[src/rtl/ssi_deframer_pkg.sv]
package ssi_deframer_pkg;

   typedef enum logic [1:0] {
      LINK_SE_1L   = 2'd0,
      LINK_SE_4L   = 2'd1,
      LINK_DIFF_2L = 2'd2,
      LINK_DIFF_1L = 2'd3
   } link_mode_e;

   typedef enum logic [1:0] {
      SYM_2  = 2'd0,
      SYM_8  = 2'd1,
      SYM_12 = 2'd2,
      SYM_16 = 2'd3
   } sym_width_e;

   localparam int SYM_MAX = 16;

   function automatic int unsigned sym_bits(sym_width_e w);
      case (w)
         SYM_2:   return 2;
         SYM_8:   return 8;
         SYM_12:  return 12;
         default: return 16;
      endcase
   endfunction

   function automatic logic width_legal(link_mode_e m, sym_width_e w);
      case (m)
         LINK_SE_1L: return (w != SYM_12);
         LINK_SE_4L: return (w == SYM_16);
         default:    return (w == SYM_12) || (w == SYM_16);
      endcase
   endfunction

endpackage

[src/rtl/ssi_frame_ctl.sv]
module ssi_frame_ctl #(
   parameter int CNT_W = 6
) (
   input  logic             clk,
   input  logic             rst_n,
   input  logic             legal,
   input  logic             strobe,
   input  logic [CNT_W-1:0] beats,
   output logic             active,
   output logic [CNT_W-1:0] pos,
   output logic             last,
   output logic             frame_err
);

   logic             strobe_q;
   logic             in_frame;
   logic [CNT_W-1:0] cnt;
   logic             rise;
   logic             start;

   always_comb begin
      rise   = strobe & ~strobe_q;
      start  = legal & rise;
      active = legal & (start | in_frame);
      pos    = start ? '0 : cnt;
      last   = active && (pos == beats - CNT_W'(1));
   end

   always_ff @(posedge clk or negedge rst_n) begin
      if (!rst_n) begin
         strobe_q  <= 1'b0;
         in_frame  <= 1'b0;
         cnt       <= '0;
         frame_err <= 1'b0;
      end else begin
         strobe_q <= strobe;
         if (start && in_frame)
            frame_err <= 1'b1;
         if (!legal) begin
            in_frame <= 1'b0;
            cnt      <= '0;
         end else if (last) begin
            in_frame <= 1'b0;
            cnt      <= '0;
         end else if (start) begin
            in_frame <= 1'b1;
            cnt      <= CNT_W'(1);
         end else if (in_frame) begin
            cnt <= cnt + CNT_W'(1);
         end
      end
   end

endmodule

[src/rtl/ssi_shift.sv]
module ssi_shift #(
   parameter int SYM_W = 16
) (
   input  logic             clk,
   input  logic             rst_n,
   input  logic             en,
   input  logic             clr,
   input  logic             step2,
   input  logic [1:0]       bits,
   output logic [SYM_W-1:0] nxt
);

   logic [SYM_W-1:0] val;
   logic [SYM_W-1:0] base;
   logic [SYM_W-1:0] shifted;

   always_comb begin
      base    = clr ? '0 : val;
      shifted = step2 ? {base[SYM_W-3:0], bits} : {base[SYM_W-2:0], bits[0]};
      nxt     = en ? shifted : val;
   end

   always_ff @(posedge clk or negedge rst_n) begin
      if (!rst_n) val <= '0;
      else        val <= nxt;
   end

endmodule

[src/rtl/ssi_sample_out.sv]
module ssi_sample_out
   import ssi_deframer_pkg::*;
#(
   parameter int OUT_W = 16,
   parameter int SYM_W = 16
) (
   input  logic             clk,
   input  logic             rst_n,
   input  logic             load,
   input  sym_width_e       width,
   input  logic [SYM_W-1:0] raw_i,
   input  logic [SYM_W-1:0] raw_q,
   output logic [OUT_W-1:0] out_i,
   output logic [OUT_W-1:0] out_q,
   output logic             out_valid
);

   function automatic logic [OUT_W-1:0] sext(logic [SYM_W-1:0] r, sym_width_e w);
      case (w)
         SYM_2:   return {{(OUT_W-2){r[1]}}, r[1:0]};
         SYM_8:   return {{(OUT_W-8){r[7]}}, r[7:0]};
         SYM_12:  return {{(OUT_W-12){r[11]}}, r[11:0]};
         default: return {{(OUT_W-SYM_W){r[SYM_W-1]}}, r};
      endcase
   endfunction

   always_ff @(posedge clk or negedge rst_n) begin
      if (!rst_n) begin
         out_i     <= '0;
         out_q     <= '0;
         out_valid <= 1'b0;
      end else begin
         out_valid <= load;
         if (load) begin
            out_i <= sext(raw_i, width);
            out_q <= sext(raw_q, width);
         end
      end
   end

endmodule

[src/rtl/ssi_deframer.sv]
module ssi_deframer
   import ssi_deframer_pkg::*;
#(
   parameter int OUT_W = 16,
   parameter int LANES = 4
) (
   input  logic             clk,
   input  logic             rst_n,
   input  logic [1:0]       cfg_mode,
   input  logic [1:0]       cfg_width,
   input  logic             strobe,
   input  logic [LANES-1:0] lanes,
   output logic [OUT_W-1:0] out_i,
   output logic [OUT_W-1:0] out_q,
   output logic             out_valid,
   output logic             frame_err,
   output logic             cfg_err
);

   localparam int SYM_W = SYM_MAX;
   localparam int CNT_W = $clog2(2 * SYM_W + 1);
   localparam int N_CH  = 2;

   if (OUT_W < SYM_W) begin : g_bad_out_w
      $error("ssi_deframer: OUT_W must be at least the widest symbol");
   end
   if (LANES != 4) begin : g_bad_lanes
      $error("ssi_deframer: lane steering is defined for exactly four lanes");
   end

   link_mode_e       mode;
   sym_width_e       wsel;
   logic             legal;
   logic [CNT_W-1:0] wbits;
   logic [CNT_W-1:0] beats;
   logic             active;
   logic             last;
   logic [CNT_W-1:0] pos;

   logic [N_CH-1:0]  ch_en;
   logic [N_CH-1:0]  ch_clr;
   logic             step2;
   logic [1:0]       ch_bits [N_CH];
   logic [SYM_W-1:0] ch_nxt  [N_CH];

   always_comb begin
      mode    = link_mode_e'(cfg_mode);
      wsel    = sym_width_e'(cfg_width);
      legal   = width_legal(mode, wsel);
      cfg_err = ~legal;
      wbits   = CNT_W'(sym_bits(wsel));
   end

   // Per-mode steering of lanes to the I and Q shifters
   always_comb begin
      beats      = wbits;
      step2      = 1'b0;
      ch_en      = '0;
      ch_clr     = '0;
      ch_bits[0] = {1'b0, lanes[0]};
      ch_bits[1] = {1'b0, lanes[0]};
      case (mode)
         LINK_SE_4L: begin
            beats      = wbits >> 1;
            step2      = 1'b1;
            ch_en      = {N_CH{active}};
            ch_clr     = {N_CH{pos == '0}};
            ch_bits[0] = {lanes[1], lanes[0]};
            ch_bits[1] = {lanes[3], lanes[2]};
         end
         LINK_DIFF_2L: begin
            ch_en      = {N_CH{active}};
            ch_clr     = {N_CH{pos == '0}};
            ch_bits[1] = {1'b0, lanes[1]};
         end
         default: begin
            beats     = wbits << 1;
            ch_en[0]  = active && (pos < wbits);
            ch_en[1]  = active && (pos >= wbits);
            ch_clr[0] = (pos == '0);
            ch_clr[1] = (pos == wbits);
         end
      endcase
   end

   ssi_frame_ctl #(.CNT_W(CNT_W)) i_frame_ctl (
      .clk       (clk),
      .rst_n     (rst_n),
      .legal     (legal),
      .strobe    (strobe),
      .beats     (beats),
      .active    (active),
      .pos       (pos),
      .last      (last),
      .frame_err (frame_err)
   );

   for (genvar ch = 0; ch < N_CH; ch++) begin : g_chan
      ssi_shift #(.SYM_W(SYM_W)) i_shift (
         .clk   (clk),
         .rst_n (rst_n),
         .en    (ch_en[ch]),
         .clr   (ch_clr[ch]),
         .step2 (step2),
         .bits  (ch_bits[ch]),
         .nxt   (ch_nxt[ch])
      );
   end

   ssi_sample_out #(.OUT_W(OUT_W), .SYM_W(SYM_W)) i_out (
      .clk       (clk),
      .rst_n     (rst_n),
      .load      (last),
      .width     (wsel),
      .raw_i     (ch_nxt[0]),
      .raw_q     (ch_nxt[1]),
      .out_i     (out_i),
      .out_q     (out_q),
      .out_valid (out_valid)
   );

endmodule

[config.mk]
export PLATFORM = sky130hd
export DESIGN_NAME = ssi_deframer
export DESIGN_NICKNAME = d
export VERILOG_FILES = /design/src/rtl/ssi_deframer_pkg.sv /design/src/rtl/ssi_frame_ctl.sv /design/src/rtl/ssi_shift.sv /design/src/rtl/ssi_sample_out.sv /design/src/rtl/ssi_deframer.sv
export SDC_FILE = /design/constraint.sdc
export NUM_CORES = 1
export LEC_CHECK = 0
export CORE_ASPECT_RATIO = 0.6
export CORE_MARGIN = 2
export CORE_UTILIZATION = 45
export CTS_CLUSTER_SIZE = 20
export DETAILED_ROUTE_END_ITERATION = 7
export PLACE_DENSITY = 0.78
export SETUP_SLACK_MARGIN = 0.15
export SLEW_MARGIN = 20
export SYNTH_ARGS = -nofsm -noshare
export SYNTH_HDL_FRONTEND = slang
export SYNTH_SLANG_ARGS = --single-unit
export TNS_END_PERCENT = 100
[constraint.sdc]
create_clock -name clk -period 3.5 [get_ports clk]
set_clock_uncertainty 0.1 [all_clocks]
set_input_delay 0.525 -clock clk [delete_from_list [all_inputs] [get_ports clk]]
set_output_delay 0.525 -clock clk [all_outputs]
set_load 0.05 [all_outputs]
==> flow_summary.yaml, run 1 <==
status:
  outcome: "finished, final reports clean"
synthesis:
  netlist.area_leader.share: 0.428
  post_synth.cell_area_avg_um2: 9.82
  synth-main-ff-cell: "dfrtp_1"
  post_synthesis_cell_count: 440
  synth_commonest_cells: "74 x dfrtp_1, 48 x a21oi_1, 41 x nand2_1, 34 x mux2i_1, 24 x o21ai_0"
  yosysWarningCount: 0
  asyncSetResetFlopFracSynth: 1.00
  netlist-cell-type-count: 56
  top_count_cell_post_synth: "dfrtp_1"
  synth-edff-count: 0
  synth_area_um2: 4320
  syn_nets: 465
  post_synth_main_area_contributors: "dfrtp_1 43%, mux2i_1 7.9%, a21oi_1 5.6%"
  seq_area_frac_synth: 0.428
  yosysTopAreaCell: "dfrtp_1"
  register_bit_total_from_synthesis: 74
timing:
  post-route-period-util: 0.951
  finalHoldViolations: 0
  tns_ns: 0
  grt_setup_unrepaired: "yes"
  timing_max_transition_violations_final: 0
  achievable-frequency_mhz: 301
  whs_ns: 0.209
  period_minus_slack_ns: 3.33
  max_slew_headroom: 0.376
  report.final.setup_viol: 0
  worstMarginPinSlew_ns: 0.936
setup_path:
  setup.reg_to_reg.worst_slack_ns: 0.54
  critical_path.startpoint_type: "primary input"
  worst_r2r_endpoint: "i_out.out_i[10]"
  worst_ep_required_time_ns: 3.65
  worst-path-max-fanout: 5
  source_of_the_critical_timing_path: "cfg_mode[1]"
  critical_path.reg2reg.startpoint: "i_frame_ctl.strobe_q"
  crit_arrival_ns: 3.48
  critPathKind: "in -> reg"
  worst_setup_path_end_kind: "register"
  ff2ff_path_depth: 12
routing:
  dr_total_vias: 3967
  route.detailed.drc: 0
  ant_nets: 0
  wire_per_inst_um: 19.1
  route.final.wire_length_um: 12900
  drt-pass1-iter-count: 5
  first_iter_violations: 249
  detail_route.vias_per_cell: 5.89
layout:
  design.final.nets: 564
  layout-drive-gt1-share: 0.298
  postLayoutCellArea_um2: 6000
  areaGrowthSynthToFinish_pct: 38.7
  antenna_cells_inserted: 0
global_route:
  grt_antenna_before_repair: 0
  vias_in_the_first_global_route: 3907
  gr-usage-met2: 0.398
  largest_net_degree_at_the_start_of_global_routing: 75
  global_route.usage.met3: 0.0777
  grt.overflow.total: 0
  grt_util_all_layers: 0.261
  globalRouteMet1Util: 0.371
  grt_pass1_wl_um: 20600
  top_usage_layer: "met2"
job:
  max_cap_viols: 0
min_path:
  worstHoldPathType: "in -> async"
placement:
  placement.io_buffers: 45
  hpwlAfterDp_um: 8780
  gp_congestion: 0.888
  dpl-instance-area_um2: 5510
floorplan:
  placement_rows: 27
  initial_utilization: 0.467
  fp.dieArea_um2: 10400
  floorplan.core_area_um2: 9260
  die_y_um: 79.9
  design.portCount: 46
  fp.dieW_um: 131
clocking:
  clock_latency_ns: 0.34
  cts_num_sinks: 74
  cts_inserted_buffers: 9
  cts_root_buf: "clkbuf_16"
  cts_tree: "done"
  cts.path.max_buffers: 2
  cts_htree_levels: 3
  clkSlewWorstSetupHoldPaths_ns: 0.06
power:
  total_leakage_power_nw: 2.64
  ir_drop_v: 0.000338
  total_power_w: 0.00258
  p_per_area_nw_per_um2: 430
[power by group]
group          internal, W  switching, W  total [W]
registers         0.000918     0.0000666   0.000985
logic             0.000323      0.000394   0.000717
clock network     0.000499      0.000379   0.000878
[cell families after synthesis]
logic type / synth area share
buffers and inverters: 0.0486
multiplexers: 0.126
AND/OR/NAND/NOR: 0.116
AO/OA/AOI/OAI: 0.211
XOR/XNOR: 0.0298
flip-flops: 0.428
adder cells (fa/ha/maj): 0.0405
[cell usage in the layout, fill, tap and decap left out, types with 4 or more instances in the layout]
master           instances
o21ai_0                 24
xor2_1                   4
mux2_2                   5
buf_4                   71
o31ai_2                  7
ha_1                     8
nand2_1                 40
a22oi_1                  6
mux2i_1                 32
buf_6                    7
a31oi_1                 18
dfrtp_1                 74
mux2_4                  10
o211ai_1                 4
a21o_1                   8
or3_1                    8
clkdlybuf4s50_1         39
clkbuf_16                9
a21oi_1                 45
nor2b_1                  4
nor2_1                  11
nand3_1                  6
inv_1                    8
nor4_1                   6
ha_4                     6
[state kept, by name, summed over array words and instances (netlist names)]
signal	count
i_frame_ctl.strobe_q	1
i_frame_ctl.frame_err	1
i_out.out_valid	1
i_frame_ctl.cnt	6
g_chan.i_shift.val	32
i_frame_ctl.in_frame	1
i_out.out_i	16
i_out.out_q	16
[critical path: stages]
cell	delay, ns
buf_6	0.07
buf_6	0.11
inv_12	0.03
ha_4	0.14
or2_4	0.26
a31oi_4	0.20
nand2_2	0.09
and2_4	0.15
ha_4	0.20
and4b_1	0.20
a211oi_2	0.21
a31oi_2	0.20
nand2b_4	0.21
o41a_1	0.49
buf_4	0.18
a41oi_1	0.20
[metal layers]
layer | routed length (um) | vias up
li1 | - | 1818
met1 | 5990 | 1964
met2 | 5750 | 162
met3 | 938 | 23
met4 | 180 | 0
met5 | 0 | -
[final cells by class]
class,instances,area (um^2)
fillers,748,3260
repair buffers,123,1080
inverters,12,62.6
well taps,130,163
clock inverters,6,41.3
clock buffers,10,239
multi-input cells,319,2560
flip-flops and latches,74,1850
[how the worst max path moves through the flow]
stage,to,depth (start not counted)
after floorplan,i_out.out_i[11],16
after global placement,i_out.out_q[12],16
after detailed placement,i_out.out_q[15],15
after CTS,i_out.out_q[14],16
after global routing,i_out.out_q[14],17
final,i_out.out_i[10],16
[metrics by stage]
| step | cells | worst slack [ns] | util |
|---|---|---|---|
| global route | 674 | 0.0252 | 0.648 |
| finish | 674 | 0.172 | 0.648 |
| detailed placement | 650 | -0.732 | 0.595 |
| global placement | 650 | -0.609 | 0.595 |
| CTS | 673 | 0.151 | 0.639 |
| floorplan | 440 | -0.0194 | - |
[timing repair]
action                     CTS  global route
cloned                       0             0
hold buffers                 0             0
pin swaps                   13             3
gates resized for setup     28            18
setup endpoints to repair   70            39
buffers inserted             7             1
Note: power is estimated with default switching activity, not from simulation.
==> run 2, diff against run 1 <==
- SLEW_MARGIN: 20 -> not set
==> run 2 against run 1 <==
  * Global-route usage unchanged
  * Sequential share of layout area shrank 0.19 points
  * Final cell count is 0.15% higher
  * Clock power barely moved
  * Largest cell class unchanged
  * Sequential power hardly changed
  * Count of clock-buffer cells in the layout unchanged
  * Non-clock buffer count increased by 1
  * Combinational power rose by 2%
  * Setup slack lost 0.022 ns
==> flow_summary.yaml, run 2 (synthesized netlist as in run 1, its figures left out) <==
status:
  outcome: "finished, final reports clean"
placement:
  placement.io_buffers: 45
  hpwlAfterDp_um: 8780
  gp_congestion: 0.888
timing:
  report.final.setup_viol: 0
  whs_ns: 0.209
  worstMarginPinSlew_ns: 1.21
  grt_setup_unrepaired: "yes"
  period_minus_slack_ns: 3.35
  max_slew_headroom: 0.193
  finalHoldViolations: 0
  post-route-period-util: 0.957
  timing_max_transition_violations_final: 0
  achievable-frequency_mhz: 299
power:
  ir_drop_v: 0.000338
  share_seq_of_total_power: 0.380
  share_clk_of_total_power: 0.338
  total_leakage_power_nw: 2.66
  share_of_total_power_consumed_by_net_switching: 0.326
  p_per_area_nw_per_um2: 430
  power.internal_w: 0.00175
  power.share.combinational: 0.281
  total_power_w: 0.00259
  p_switching_w: 0.000846
clocking:
  cts_root_buf: "clkbuf_16"
  cts_num_sinks: 74
  cts_htree_levels: 3
  clock_latency_ns: 0.34
  post_cts_hold_buffer_count: 0
  cts_tree: "done"
  cts.path.max_buffers: 2
  clkSlewWorstSetupHoldPaths_ns: 0.06
  cts_inserted_buffers: 9
layout:
  layout-drive-gt1-share: 0.301
  antenna_cells_inserted: 0
  fillCellCount: 746
  top_regs: "g_chan.i_shift.val x32, i_out.out_i x16, i_out.out_q x16"
  max_flop_register: "g_chan.i_shift.val"
  design.final.nets: 565
  areaGrowthSynthToFinish_pct: 39.6
  final_cell_mix: "74 x dfrtp_1, 72 x buf_4, 45 x a21oi_1"
  largest_register_ffs: 32
  mostFrequentLayoutCell: "dfrtp_1"
global_route:
  grt_pass1_wl_um: 20600
  largest_net_degree_at_the_start_of_global_routing: 75
  grt_antenna_before_repair: 0
  grt_util_all_layers: 0.261
  vias_in_the_first_global_route: 3907
  grt.overflow.total: 0
setup_path:
  critPathKind: "in -> reg"
  crit_arrival_ns: 3.47
  worst_setup_path_end_kind: "register"
  worst-path-max-fanout: 6
  worst_ep_required_time_ns: 3.62
  critical_path.startpoint_type: "primary input"
floorplan:
  die_y_um: 79.9
  fp.dieArea_um2: 10400
  fp.dieW_um: 131
  initial_utilization: 0.467
  design.portCount: 46
  floorplan.core_area_um2: 9260
  placement_rows: 27
job:
  max_cap_viols: 0
routing:
  first_iter_violations: 306
  ant_nets: 0
  route.detailed.drc: 0
  dr_total_vias: 4035
  drt-pass1-iter-count: 5
  detail_route.vias_per_cell: 5.98
  route.final.wire_length_um: 13000
  wire_per_inst_um: 19.2
min_path:
  worstHoldPathType: "in -> async"
## run 2: stage by stage
step	instance area, um^2	setup slack [ns]	utilization	instances	TNS, ns
after floorplan	4530	-0.0194	-	440	-0.0656
after global placement	5510	-0.609	0.595	650	-29.10
after detailed placement	5510	-0.732	0.595	650	-35.48
after CTS	5920	0.151	0.639	673	0
after global routing	6030	0.00747	0.652	675	0
final	6030	0.151	0.652	675	0
## run 2: critical path, cell delays in order
cell and delay, ns:
buf_6 0.07, buf_6 0.11, inv_12 0.03, ha_4 0.14
or2_4 0.26, a31oi_4 0.20, nand2_2 0.09, and2_4 0.15
ha_4 0.20, and4b_1 0.20, a211oi_2 0.21, nand3_1 0.12
a22oi_2 0.19, buf_6 0.17, mux2_4 0.35, buf_12 0.15
a22oi_1 0.19, a21oi_1 0.09
## run 2: final timing paths
| check | startpoint | slack [ns] | cells past startpoint | to |
|---|---|---|---|---|
| setup reg to reg | i_frame_ctl.strobe_q | 0.52 | 14 | i_out.out_q[4] |
| hold / removal | rst_n | 0.21 | 1 | i_out.out_i[14] |
| max in group asynchronous | rst_n | 2.45 | 1 | g_chan[1].i_shift.val[10] |
| setup / recovery | cfg_mode[1] | 0.15 | 18 | i_out.out_q[4] |
| hold reg to reg | i_frame_ctl.frame_err | 0.38 | 1 | i_frame_ctl.frame_err |
| min in group clk | i_frame_ctl.frame_err | 0.38 | 1 | i_frame_ctl.frame_err |
## run 2: layout make-up
type / count / area, um^2 / area share
timing repair buffer: 124 / 1100 / 0.183
clock buffer: 10 / 239 / 0.0396
clock inverter: 6 / 41.3 / 0.00685
inverter: 12 / 62.6 / 0.0104
tap: 130 / 163 / 0.0270
multi-input combinational: 319 / 2570 / 0.426
sequential: 74 / 1850 / 0.307
## run 2: what timing repair did
item / CTS / global route
setup endpoints to repair: 70 / 39
gates resized for setup: 28 / 21
pin swaps: 13 / 9
setup buffers: 7 / 1
cloned: 0 / 1
## run 2: power by group through the flow
stage,sequential [W],combinational [W],clock (W)
after floorplan,0.00101,0.000381,0
after global placement,0.000989,0.000654,0
after detailed placement,0.000995,0.000674,0
after CTS,0.000981,0.000694,0.000885
after global routing,0.000990,0.000779,0.000935
final,0.000986,0.000730,0.000877
## run 2: routing by layer
| layer | up-vias | GRT usage | share of wire | routed length (um) |
|---|---|---|---|---|
| met5 | - | 0 | 0 | 0 |
| met1 | 2026 | 0.371 | 0.47 | 6140 |
| li1 | 1819 | - | - | - |
| met3 | 14 | 0.0777 | 0.068 | 881 |
| met4 | 0 | 0.0457 | 0.0075 | 97 |
| met2 | 176 | 0.398 | 0.45 | 5840 |
==> run 3, diff against run 2 <==
- GPL_ROUTABILITY_DRIVEN: not set -> 0
==> run 3 against run 2 <==
  * Non-clock buffer count is 5 higher
  * Core utilization is 1.6 points higher
  * Sequential power is 0.8% lower
  * Maximum frequency is 3.5% lower
  * Hold slack better by 0.0026 ns
  * Critical path type unchanged
  * Highest routed layer is now met5
==> flow_summary.yaml, run 3 (synthesized netlist as in run 1, its figures left out) <==
status:
  outcome: "finished, final reports clean"
timing:
  report.final.setup_viol: 0
  period_minus_slack_ns: 3.47
  achievable-frequency_mhz: 288
  timing_max_transition_violations_final: 0
  tns_ns: 0
  finalHoldViolations: 0
  setup_ws_post_layout_ns: 0.0281
  max_slew_headroom: 0.167
  worstMarginPinSlew_ns: 1.25
  grt_setup_unrepaired: "yes"
  post-route-period-util: 0.992
layout:
  max_flop_register: "g_chan.i_shift.val"
  final_cell_mix: "75 x buf_4, 74 x dfrtp_1, 47 x a21oi_1"
  top_regs: "g_chan.i_shift.val x32, i_out.out_i x16, i_out.out_q x16"
  layout-drive-gt1-share: 0.324
  antenna_cells_inserted: 0
  design.final.nets: 570
  areaGrowthSynthToFinish_pct: 43.0
  final_core_utilization: 0.668
  mostFrequentLayoutCell: "buf_4"
  fillCellCount: 703
  largest_register_ffs: 32
clocking:
  cts_num_sinks: 74
  clock_latency_ns: 0.34
  cts_htree_levels: 3
  cts_inserted_buffers: 9
  cts_root_buf: "clkbuf_16"
  clkSlewWorstSetupHoldPaths_ns: 0.06
  cts.path.max_buffers: 2
  post_cts_hold_buffer_count: 0
  cts_tree: "done"
global_route:
  vias_in_the_first_global_route: 4041
  grt.overflow.total: 0
  grt_util_all_layers: 0.263
  largest_net_degree_at_the_start_of_global_routing: 75
  grt_antenna_before_repair: 1
  grt_pass1_wl_um: 20800
routing:
  dr_total_vias: 4077
  wire_per_inst_um: 19.3
  route.detailed.drc: 0
  first_iter_violations: 354
  ant_nets: 0
  drt-pass1-iter-count: 4
  route.final.wire_length_um: 13100
  detail_route.vias_per_cell: 6.00
job:
  max_cap_viols: 0
power:
  total_leakage_power_nw: 2.71
  p_per_area_nw_per_um2: 433
  total_power_w: 0.00267
  ir_drop_v: 0.000295
placement:
  placement.io_buffers: 45
  hpwlAfterDp_um: 8680
  detailedPlace.worstSlack_ns: -0.774
floorplan:
  floorplan.core_area_um2: 9260
  design.portCount: 46
  initial_utilization: 0.467
  die_y_um: 79.9
  placement_rows: 27
  fp.dieArea_um2: 10400
  fp.dieW_um: 131
setup_path:
  critical_path_s_slowest_cell: "mux2i_4"
  source_of_the_critical_timing_path: "cfg_mode[1]"
  worst_ep_required_time_ns: 3.66
  critical_path.reg2reg.startpoint: "i_frame_ctl.strobe_q"
  worst-path-buf-inv: 7
  cp_common_cell: "buf_6"
  critical_path.cell_chain: "buf_6 -> buf_6 -> inv_12 -> ha_4 -> or2_4 -> a31oi_4 -> nand2_2 -> buf_6 -> nand2_2 -> ha_2 -> a41o_1 -> a21boi_2 -> a22oi_2 -> buf_6 -> buf_12 -> mux2i_4 -> buf_6 -> a21oi_4 -> a31oi_1"
  critical_path.startpoint_type: "primary input"
  critPathKind: "in -> reg"
  worst-path-max-fanout: 9
  cpPeakStageDelay_ns: 0.32
  crit_arrival_ns: 3.63
  worst_setup_path_end_kind: "register"
  category_of_cells_accounting_for_the_largest_share_of_critical_path_delay: "compound AO/OA/AOI/OAI gates"
min_path:
  worstHoldPathType: "in -> async"
==> run 3: changes by cell type in the layout (fill, tap and decap cells not counted), sizes merged <==
cell           change
clkinv             +2
clkbuf             -2
inv                +1
clkdlybuf4s15      +2
clkinvlp           -3
buf                +4
bufinv             +1
==> run 3: power breakdown <==
| part | switching [W] | total (W) | internal, W |
|---|---|---|---|
| clock | 0.000387 | 0.000944 | 0.000557 |
| combinational | 0.000410 | 0.000752 | 0.000342 |
| sequential | 0.0000604 | 0.000978 | 0.000918 |
| total | 0.000857 | 0.00267 | 0.00182 |
==> run 3: stage by stage <==
stage,instances,cell area (um^2),hold WS [ns]
detailed placement,645,5470,0.369
global placement,645,5470,0.359
CTS,672,5970,0.259
floorplan,440,4530,0.129
global route,680,6180,0.286
finish,680,6180,0.212
==> run 3: routing by layer <==
layer,global-route usage,up-vias,part of all wire
met3,0.0798,22,0.076
met2,0.404,172,0.46
met5,0,-,0.00099
met4,0.0777,2,0.015
met1,0.359,2048,0.45
li1,-,1833,-
==> run 3: area by class of cell <==
cell class,count,area [um^2],share of cell area
inverter,12,62.6,0.0101
timing repair buffer,129,1160,0.188
sequential,74,1850,0.300
tap,130,163,0.0263
clock buffer,9,225,0.0364
clock inverter,7,75.1,0.0121
multi-input combinational,319,2640,0.427
==> run 3: path summary, 6_finish.rpt <==
kind	end	slack (ns)	depth (start not counted)
worst max-delay path	i_out.out_q[8]	0.03	19
worst min-delay path	i_out.out_i[14]	0.21	1
worst max register to register	i_out.out_q[8]	0.51	15
worst min register to register	i_frame_ctl.frame_err	0.38	1
max in group asynchronous	i_out.out_q[15]	2.46	1
min in group clk	i_frame_ctl.frame_err	0.38	1
==> run 3: timing repair <==
| item | 4_1_cts | 5_1_grt |
|---|---|---|
| pin swaps | 21 | 14 |
| setup buffers | 11 | 8 |
| resized for setup | 37 | 29 |
| gates cloned | 0 | 0 |
| setup endpoints to repair | 70 | 45 |
==> run 3: worst reg2reg max path, stage by stage, from the launching register on <==
cell	delay, ns
dfrtp_1	0.37
nor2b_1	0.10
buf_4	0.15
nand2_2	0.07
buf_6	0.13
nand2_2	0.07
ha_2	0.28
a41o_1	0.24
a21boi_2	0.17
a22oi_2	0.21
buf_6	0.16
buf_12	0.14
mux2i_4	0.32
buf_6	0.15
a21oi_4	0.04
a31oi_1	0.21
